<file path="src/rtl/rgb_seq_pkg.sv">
package rgb_seq_pkg;
    localparam int NUM_CH = 3;
    localparam int CH_W   = $clog2(NUM_CH);
    localparam int STEP_W = $clog2(NUM_CH + 1);

    typedef enum logic [CH_W-1:0] {
        CH_R = 2'd0,
        CH_G = 2'd1,
        CH_B = 2'd2
    } chan_e;

    typedef struct packed {
        logic              pending;
        logic              running;
        logic [STEP_W-1:0] step;
    } trk_s;

    typedef struct packed {
        chan_e chan;
        logic  valid;
        logic  first;
    } out_s;
endpackage

</file>
<file path="src/rtl/rgb_seq_cfg_dec.sv">
module rgb_seq_cfg_dec
    import rgb_seq_pkg::*;
(
    input  logic              cfg_tri_i,
    input  logic              cfg_fwd_i,
    input  logic [NUM_CH-1:0] cfg_en_i,
    output logic              legal_o,
    output logic [STEP_W-1:0] len_o,
    output chan_e             slots_o [NUM_CH]
);
    logic [NUM_CH-1:0] en_eff;
    logic [STEP_W-1:0] cnt;
    chan_e             asc [NUM_CH];

    // Gather the enabled channels in ascending order.
    always_comb begin
        en_eff = cfg_tri_i ? {NUM_CH{1'b1}} : cfg_en_i;
        cnt    = '0;
        for (int i = 0; i < NUM_CH; i++) begin
            asc[i] = CH_R;
        end
        for (int i = 0; i < NUM_CH; i++) begin
            if (en_eff[i]) begin
                asc[int'(cnt)] = chan_e'(i);
                cnt            = cnt + 1'b1;
            end
        end
        legal_o = cfg_tri_i || (cnt == STEP_W'(1)) || (cnt == STEP_W'(2));
        len_o   = legal_o ? cnt : '0;
    end

    // Apply the direction bit: reversed order reads the list from its end.
    always_comb begin
        for (int j = 0; j < NUM_CH; j++) begin
            int r;
            r = int'(len_o) - 1 - j;
            if (!cfg_fwd_i && r >= 0) begin
                slots_o[j] = asc[r];
            end else begin
                slots_o[j] = asc[j];
            end
        end
    end
endmodule

</file>
<file path="src/rtl/rgb_seq_step.sv">
module rgb_seq_step
    import rgb_seq_pkg::*;
(
    input  logic              clk_i,
    input  logic              rst_ni,
    input  logic              pix_stb_i,
    input  logic              adc_stb_i,
    input  logic [STEP_W-1:0] len_i,
    output logic              fire_o,
    output logic              is_first_o,
    output logic [STEP_W-1:0] idx_o
);
    trk_s trk_d, trk_q;

    always_comb begin
        trk_d      = trk_q;
        fire_o     = adc_stb_i && !pix_stb_i && (trk_q.pending || trk_q.running);
        is_first_o = trk_q.pending;

        // Clamp the slot index to the last channel, so the sequence holds there.
        if (trk_q.pending || len_i == '0) begin
            idx_o = '0;
        end else if (trk_q.step >= len_i) begin
            idx_o = len_i - 1'b1;
        end else begin
            idx_o = trk_q.step;
        end

        if (pix_stb_i) begin
            trk_d.pending = 1'b1;
            trk_d.running = 1'b0;
            trk_d.step    = '0;
        end else if (fire_o) begin
            trk_d.pending = 1'b0;
            trk_d.running = 1'b1;
            if (trk_q.pending) begin
                trk_d.step = STEP_W'(1);
            end else if (trk_q.step != STEP_W'(NUM_CH)) begin
                trk_d.step = trk_q.step + 1'b1;
            end
        end
    end

    always_ff @(posedge clk_i or negedge rst_ni) begin
        if (!rst_ni) begin
            trk_q <= '0;
        end else begin
            trk_q <= trk_d;
        end
    end
endmodule

</file>
<file path="src/rtl/rgb_seq_out.sv">
module rgb_seq_out
    import rgb_seq_pkg::*;
(
    input  logic  clk_i,
    input  logic  rst_ni,
    input  logic  fire_i,
    input  logic  legal_i,
    input  logic  is_first_i,
    input  chan_e chan_i,
    output chan_e chan_o,
    output logic  valid_o,
    output logic  first_o
);
    out_s out_d, out_q;

    always_comb begin
        out_d = out_q;
        if (fire_i) begin
            out_d.chan  = legal_i ? chan_i : CH_R;
            out_d.valid = legal_i;
            out_d.first = is_first_i && legal_i;
        end
    end

    always_ff @(posedge clk_i or negedge rst_ni) begin
        if (!rst_ni) begin
            out_q <= '{chan: CH_R, valid: 1'b0, first: 1'b0};
        end else begin
            out_q <= out_d;
        end
    end

    assign chan_o  = out_q.chan;
    assign valid_o = out_q.valid;
    assign first_o = out_q.first;
endmodule

</file>
<file path="src/rtl/rgb_mux_seq.sv">
module rgb_mux_seq
    import rgb_seq_pkg::*;
(
    input  logic              clk_i,
    input  logic              rst_ni,
    input  logic              pix_stb_i,
    input  logic              adc_stb_i,
    input  logic              cfg_tri_i,
    input  logic              cfg_fwd_i,
    input  logic [NUM_CH-1:0] cfg_en_i,
    output logic [CH_W-1:0]   chan_o,
    output logic              valid_o,
    output logic              first_o
);
    logic              legal;
    logic [STEP_W-1:0] len;
    chan_e             slots [NUM_CH];
    logic              fire;
    logic              is_first;
    logic [STEP_W-1:0] idx;
    chan_e             chan_sel;
    chan_e             chan_q;

    rgb_seq_cfg_dec dec_i (
        .cfg_tri_i (cfg_tri_i),
        .cfg_fwd_i (cfg_fwd_i),
        .cfg_en_i  (cfg_en_i),
        .legal_o   (legal),
        .len_o     (len),
        .slots_o   (slots)
    );

    rgb_seq_step step_i (
        .clk_i      (clk_i),
        .rst_ni     (rst_ni),
        .pix_stb_i  (pix_stb_i),
        .adc_stb_i  (adc_stb_i),
        .len_i      (len),
        .fire_o     (fire),
        .is_first_o (is_first),
        .idx_o      (idx)
    );

    always_comb begin
        chan_sel = CH_R;
        for (int k = 0; k < NUM_CH; k++) begin
            if (idx == STEP_W'(k)) begin
                chan_sel = slots[k];
            end
        end
    end

    rgb_seq_out out_i (
        .clk_i      (clk_i),
        .rst_ni     (rst_ni),
        .fire_i     (fire),
        .legal_i    (legal),
        .is_first_i (is_first),
        .chan_i     (chan_sel),
        .chan_o     (chan_q),
        .valid_o    (valid_o),
        .first_o    (first_o)
    );

    assign chan_o = chan_q;
endmodule

</file>
<file path="config.mk">
export PLATFORM = sky130hd
export DESIGN_NAME = rgb_mux_seq
export DESIGN_NICKNAME = d
export VERILOG_FILES = /design/src/rtl/rgb_seq_pkg.sv /design/src/rtl/rgb_seq_cfg_dec.sv /design/src/rtl/rgb_seq_step.sv /design/src/rtl/rgb_seq_out.sv /design/src/rtl/rgb_mux_seq.sv
export SDC_FILE = /design/constraint.sdc
export NUM_CORES = 1
export LEC_CHECK = 0
export ABC_CLOCK_PERIOD_IN_PS = 2350
export BUFFER_PORTS_ARGS = -buffer_cell sky130_fd_sc_hd__buf_2
export CAP_MARGIN = 20
export CORE_MARGIN = 5
export CORE_UTILIZATION = 50
export DETAILED_ROUTE_END_ITERATION = 12
export HOLD_SLACK_MARGIN = 0.05
export PLACE_DENSITY_LB_ADDON = 0.1
export REMOVE_ABC_BUFFERS = 1
export SLEW_MARGIN = 20
export SYNTH_ARGS = -nofsm -noshare
export SYNTH_HDL_FRONTEND = slang
export SYNTH_SLANG_ARGS = --single-unit
</file>
<file path="constraint.sdc">
create_clock -name clk_i -period 2.35 [get_ports clk_i]
set_input_delay 0.3525 -clock clk_i [delete_from_list [all_inputs] [get_ports clk_i]]
set_output_delay 0.3525 -clock clk_i [all_outputs]
set_load 0.005 [all_outputs]
</file>
==> results of run 1 <==
kinds of logic (layout without fill, tap and decap cells):
logic type	after synthesis	count (layout)	synth area share, %
muxes	2	2	2.37
adders and majority gates	7	7	10.4
AOI/OAI and AO/OA	41	41	35.9
and+or+nand+nor	34	34	20.1
xor gates and xnor gates	1	1	1.04
DFF	8	8	23.7
buffers and inverters	12	47	6.52
stage by stage:
step | total power (uW) | instances | setup TNS, ps | hold WS [ps]
2_1_floorplan | 296 | 101 | -1100 | 56.9
3_3_place_gp | 378 | 147 | -1090 | 200
3_5_place_dp | 382 | 147 | -1220 | 200
4_1_cts | 521 | 153 | -178 | 281
5_1_grt | 577 | 156 | -321 | 304
6_report | 534 | 156 | -200 | 287
routing by layer:
| layer | up-vias | GRT usage [%] | wire length (um) | part of all wire [%] |
|---|---|---|---|---|
| met5 | - | 0 | 0 | 0 |
| met4 | 0 | 4.04 | 16 | 0.76 |
| met3 | 2 | 1.74 | 66 | 3.1 |
| met2 | 14 | 32.8 | 1040 | 49 |
| met1 | 411 | 24.2 | 997 | 47 |
| li1 | 469 | - | - | - |
flip-flops by register name, summed over array words and instances (netlist names):
register	cells
out_i.chan_o	2
out_i.first_o	1
out_i.valid_o	1
step_i.is_first_o	1
step_i.trk_q	3
Yosys cell counts, types with 3 or more instances:
| cell type | n |
|---|---|
| nor2_1 | 11 |
| inv_1 | 8 |
| ha_1 | 7 |
| a21oi_1 | 8 |
| dfrtp_1 | 8 |
| nand2b_1 | 3 |
| nor3_1 | 4 |
| o21ai_0 | 6 |
| nand2_1 | 4 |
| o211ai_1 | 4 |
cells in the final DEF (no fill, tap or decap), drive strengths merged, types with 2 or more instances in the layout:
| cell type | n |
|---|---|
| nand2 | 4 |
| mux2i | 2 |
| or3 | 2 |
| o21ai | 9 |
| and2 | 2 |
| nor3 | 4 |
| nor2 | 11 |
| o211ai | 4 |
| o32ai | 2 |
| a31oi | 2 |
| ha | 7 |
| inv | 8 |
| or2 | 3 |
| buf | 35 |
| dfrtp | 8 |
| a21oi | 9 |
| clkbuf | 3 |
| nand2b | 3 |
power by group through the flow:
stage | Sequential [uW] | Clock (uW) | Combinational [uW]
2_1_floorplan | 167 | 0 | 130
3_3_place_gp | 167 | 0 | 211
3_5_place_dp | 168 | 0 | 215
4_1_cts | 166 | 104 | 252
5_1_grt | 168 | 112 | 297
6_report | 166 | 100 | 268
worst paths after layout:
check                           slack [ps]         endpoint  depth (start not counted)             from
worst max-delay path                  -120  out_i.chan_o[0]                         12      cfg_en_i[1]
worst min-delay path                   290  step_i.trk_q[2]                          2        pix_stb_i
worst max register to register         420  out_i.chan_o[0]                          7  step_i.trk_q[1]
worst min register to register         470    out_i.valid_o                          1    out_i.valid_o
max in group asynchronous             1720  step_i.trk_q[1]                          2           rst_ni
min in group asynchronous              470    out_i.first_o                          2           rst_ni
final cells by class:
| class | instances | area [um2] |
|---|---|---|
| Tap cell | 16 | 20.0 |
| Timing Repair Buffer | 36 | 262 |
| Inverter | 8 | 30.0 |
| Fill cell | 111 | 332 |
| Sequential cell | 8 | 200 |
| Multi-Input combinational cell | 85 | 693 |
| Clock buffer | 3 | 22.5 |
what timing repair did:
action | CTS | global route
gates resized for setup | 17 | 5
hold buffers | 1 | 0
setup endpoints to repair | 2 | 2
endpoints found under the hold margin | 8 | 0
pin swaps | 12 | 7
setup buffers | 2 | 3
==> summary.txt, run 1 <==
Die
  • Core area: about 1600 um2
  • Top-level I/O count: 13
  • Die ar.: between 2000 and 3000 um2
  • Die Ht: 51.1 um
  • Floorplan row count: 14
  • Initial cell density of the core: 54.2%
  • Die width: 51.1 um

Power
  • Static power due to leakage: roughly 0.00058 uW
  • Largest vdd supply drop: approximately 0.00045 V
  • Net Sw Power: 179 uW
  • Switching share of power: 33.5%
  • Flop pwr share: 31.1%
  • P_int: 355 uW
  • Pwr Density: 435 nW/um2
  • Power share of the combinational group: 50.2%
  • Relative contribution of the clock network to total power: roughly a fifth

Routing
  • Routed vias/inst: 5.74
  • Number of nets with antenna violations after detailed routing: 0
  • Number of design rule violations left after detail routing: 0
  • Number of vias after detailed routing: 896
  • Count of TritonRoute iterations in the first routing pass: 4
  • DR WL/cell: 13.6 um
  • Routed Wire Length: 2120 um
  • Drt initial violations: 22

Logic synthesis
  • Share of synthesized flip-flops with an asynchronous set or reset: 100%
  • Cell Area, Synth: roughly 840 um2
  • Biggest area consumer among synthesized cells: dfrtp_1
  • Post-Syn Instances: 105
  • Synth Flop Type: dfrtp_1
  • Dominant cells by area after synthesis: dfrtp_1, ha_1, nor2_1
  • Synthesized flop and latch total: 8
  • Synthesized area per cell: 8.04 um2
  • Top cell type's share of synthesized area: about a quarter
  • Number of flops mapped to enable cells by yosys: 0
  • Number of synthesis warnings: 0
  • Post-synthesis sequential area ratio: a little under a quarter
  • Unique cell type count in the Yosys netlist: 44

Timing
  • Setup repair after global routing missed its margin: true
  • Final max-slew violation count: 0
  • Count of final hold-check violations: 0
  • Top achievable clock speed: 0.405 GHz
  • Clock Skew: 0.405 ps
  • Min Clock Period, post-route: around 2500 ps
  • PnR worst setup slack: -121 ps
  • Final setup violation count: 2
  • Slew at the pin closest to its max-slew limit: roughly 350 ps
  • Tcrit/Tclk final: 105%
  • Slew Limit Headroom: 76.5%

Clocking
  • Root buffer cell: clkbuf_4
  • Sinks on the clock net: 8
  • Clock buffer count from CTS: 3
  • Clock tree buffer depth: 2
  • TritonCTS clock tree: built
  • H-tree Lvls: 1
  • Clock-pin slew on the worst setup and hold paths: roughly 50 ps
  • Clock Latency Late Sink: 250 ps

Worst hold path
  • Path class of the lowest-slack min-delay path: primary input to register

Placement
  • Port Buffer Count: 12
  • Routability-driven placement congestion ratio: 0.863
  • Minimum setup slack after placement: -680 ps
  • Standard cell area after detailed placement: 1030 um2
  • Detailed placer's ending HPWL: 1660 um

Setup path
  • Cell with the most instances on the worst path: ha_4
  • Master of the slowest instance on the critical path: a211o_1
  • Worst EP required: 2480 ps
  • Gate family responsible for the most delay along the worst path: compound AO/OA/AOI/OAI gates
  • Number of buffer and inverter stages on the critical path: 1
  • Peak fanout along the critical path: 4
  • Start-to-end type of the worst setup path: primary input to register
  • Cell-by-cell listing of the critical path: buf_6 > or2_4 > ha_4 > a21oi_2 > o22a_4 > ha_4 > nor2b_4 > o221a_4 > a211o_1 > o21ai_2 > o211ai_1 > a32o_1
  • Data arrival time of the worst path: 2600 ps
  • Sort of element at the end of the critical path: register
  • Launching element type of the critical path: primary input
  • Worst path max stage delay: 320 ps

Outcome
  • Run status: finished with violations
  • Violated checks: setup timing

GRT
  • Overflow after GRT: 0
  • Initial antenna violation count: 0
  • First-pass GRT wire length: just under 4000 um
  • Via count of the first global-routing pass: 896
  • Total global routing track utilization: 18.5%
  • Pin count of the biggest net entering global routing: 11

Final layout
  • Fin util: between 70% and 80%
  • Final net count: about 160
  • Synthesis-to-layout area growth: 45.3%
  • Design area: 1230 um2
  • Layout cell share with drive strength beyond 1: 42.9%
  • Count of antenna diodes in the layout: 0

Job
  • Max-cap violations: 0
(Power assumes the default switching activity.)
==> inputs of run 2 (changes only) <==
CELL_PAD_IN_SITES_DETAIL_PLACEMENT = 0   (was not set)
CELL_PAD_IN_SITES_GLOBAL_PLACEMENT = 1   (was not set)
CORE_UTILIZATION = 40   (was 50)
==> summary.txt, run 2 (same netlist as run 1, synthesis figures left out) <==
Routing
  • Number of vias after detailed routing: 873 (-2.6%)
  • Count of TritonRoute iterations in the first routing pass: 4 (unchanged)
  • Routed vias/inst: 5.42 (-5.6%)
  • Drt initial violations: 13 (-41%)
  • Number of design rule violations left after detail routing: 0 (unchanged)
  • Routed Wire Length: 2240 um (+6.0%)
  • DR WL/cell: 13.9 um (+2.7%)
  • Number of nets with antenna violations after detailed routing: 0 (unchanged)

Setup path
  • Worst EP required: 2490 ps (about the same)
  • Worst Reg-to-Reg Cells: 7 (unchanged)
  • First element of the critical path: cfg_tri_i
  • Peak fanout along the critical path: 3 (-1)
  • Worst-case register-to-register setup slack: 430 ps (about the same)
  • Data arrival time of the worst path: 2650 ps (+50 ps)
  • Launching element type of the critical path: primary input
  • Worst R2R End: out_i.chan_o[0]
  • Start-to-end type of the worst setup path: primary input to register
  • Startpoint of the most critical register-to-register path: step_i.trk_q[1]
  • Setup crit end: out_i.chan_o[0]
  • Sort of element at the end of the critical path: register

Final layout
  • Most frequent cells in the layout: buf_4, nor2_1, buf_2
  • Largest register by flop count: step_i.trk_q
  • Layout cell share with drive strength beyond 1: 38.1% (-4.8 points)
  • Most common library cell in the layout ignoring fill and taps: buf_4
  • Count of antenna diodes in the layout: 0 (unchanged)
  • Final net count: 152 (-3.8%)
  • Synthesis-to-layout area growth: 39.4%
  • Fill cell count: 180 (+62%)
  • Max reg flops: 3 (unchanged)

Clocking
  • Sinks on the clock net: 8 (unchanged)
  • Root buffer cell: clkbuf_4
  • Clock-pin slew on the worst setup and hold paths: 60 ps (about the same)
  • H-tree Lvls: 1 (unchanged)
  • Clock buffer count from CTS: 3 (unchanged)
  • Clock tree buffer depth: 2 (unchanged)
  • Clock Latency Late Sink: 250 ps (about the same)
  • TritonCTS clock tree: built

GRT
  • Initial antenna violation count: 0 (unchanged)
  • Pin count of the biggest net entering global routing: 13 (+2)
  • Overflow after GRT: 0 (unchanged)
  • Total global routing track utilization: 15.0% (-3.5 points)
  • First-pass GRT wire length: 3860 um (-0.34%)
  • Via count of the first global-routing pass: 865 (-3.5%)

Job
  • Max-cap violations: 0 (unchanged)

Timing
  • Setup repair after global routing missed its margin: true
  • Top achievable clock speed: 0.399 GHz (-1.4%)
  • Slew at the pin closest to its max-slew limit: 497 ps (+146 ps)
  • Min Clock Period, post-route: 2510 ps (+34.5 ps)
  • Final max-slew violation count: 0 (unchanged)
  • Slew Limit Headroom: 66.6% (-9.9 points)
  • Clock Skew: 4.83 ps (+4.42 ps)
  • Final setup violation count: 2 (unchanged)
  • Tcrit/Tclk final: 107% (+1.5 points)
  • Hold slack: 286 ps (-0.825 ps)
  • PnR worst setup slack: -155 ps (-34.5 ps)
  • Count of final hold-check violations: 0 (unchanged)
  • Setup Total Neg Slack: -236 ps (-35.2 ps)

Die
  • Floorplan row count: 16 (+2)
  • Core area: 1980 um2 (+27%)
  • Die Ht: 56.0 um (+9.5%)
  • Die width: 56.0 um (+9.5%)
  • Initial cell density of the core: 42.6% (-12 points)
  • Die ar.: 3130 um2 (+20%)
  • Top-level I/O count: 13 (unchanged)

Outcome
  • Run status: finished with violations
  • Violated checks: setup timing

Power
  • Largest vdd supply drop: 0.000404 V (-9.9%)
  • P_int: 343 uW (-3.5%)
  • Flop pwr share: 31.8% (+0.7 points)
  • Pwr Density: 447 nW/um2 (+2.7%)
  • Switching share of power: 34.9% (+1.4 points)
  • Relative contribution of the clock network to total power: 20.1% (+1.3 points)
  • Static power due to leakage: 0.000541 uW (-6.2%)
  • Net Sw Power: 184 uW (+2.7%)
  • Power share of the combinational group: 48.1% (-2.1 points)

Placement
  • Routability-driven placement congestion ratio: 0.838 (-2.9%)
  • Port Buffer Count: 12 (unchanged)
  • Minimum setup slack after placement: -658 ps (+21.9 ps)
  • Detailed placer's ending HPWL: 1750 um (+5.1%)

Worst hold path
  • Path class of the lowest-slack min-delay path: primary input to register
  • Worst Hold Depth: 2 (unchanged)
run 2: power groups by stage:
stage	Clock [uW]	Sequential (uW)	Combinational (uW)
after floorplan	0	167	130
after detailed placement	0	169	208
after CTS	111	167	240
after global placement	0	169	206
final	106	168	253
after global routing	118	171	278
run 2: timing repair:
item | in CTS | in global routing
hold buffers | 1 | 0
pin swaps | 14 | 8
endpoints found under the hold margin | 8 | 0
buffers inserted | 1 | 1
resized for setup | 15 | 4
setup endpoints to repair | 2 | 2
run 2: routing by layer:
layer / global-route usage, % / share of wire, % / vias up
met5: 0 / 0 / -
met4: 1.02 / 0 / 0
met3: 4.18 / 4.7 / 0
met2: 24.0 / 46 / 17
met1: 20.9 / 49 / 404
li1: - / - / 452
run 2: area by class of cell:
cell class	instances	area [um2]	area share (%)
Inverter	8	30.0	2.55
Tap cell	27	33.8	2.87
Sequential cell	8	200	17.0
Multi-Input combinational cell	85	677	57.5
Timing Repair Buffer	30	214	18.2
Clock buffer	3	22.5	1.91
run 2: worst min path at each step:
stage	start	end	slack, ps
2_1_floorplan	rst_ni	out_i.chan_o[0]	60
3_3_place_gp	rst_ni	step_i.trk_q[2]	210
3_5_place_dp	rst_ni	step_i.trk_q[2]	200
4_1_cts	pix_stb_i	step_i.trk_q[2]	270
5_1_grt	pix_stb_i	step_i.trk_q[2]	280
6_report	pix_stb_i	step_i.trk_q[2]	290
run 2: worst max-delay path: stages:
cell and delay, ps:
buf_6 100, or2_4 250, ha_4 290, nand2b_4 130, o22a_1 190, inv_2 60, ha_4 290, nor2b_4 40
o221a_4 100, a211o_1 320, o21ai_2 150, o211ai_1 110, a32o_1 270
run 2: stage by stage:
| stage | util (%) | total power, uW | cells | cell area, um2 |
|---|---|---|---|---|
| floorplan | - | 296 | 101 | 820 |
| global placement | 51.8 | 375 | 155 | 1030 |
| detailed placement | 51.8 | 378 | 155 | 1030 |
| CTS | 58.5 | 519 | 160 | 1160 |
| global route | 59.4 | 568 | 161 | 1180 |
| finish | 59.4 | 527 | 161 | 1180 |
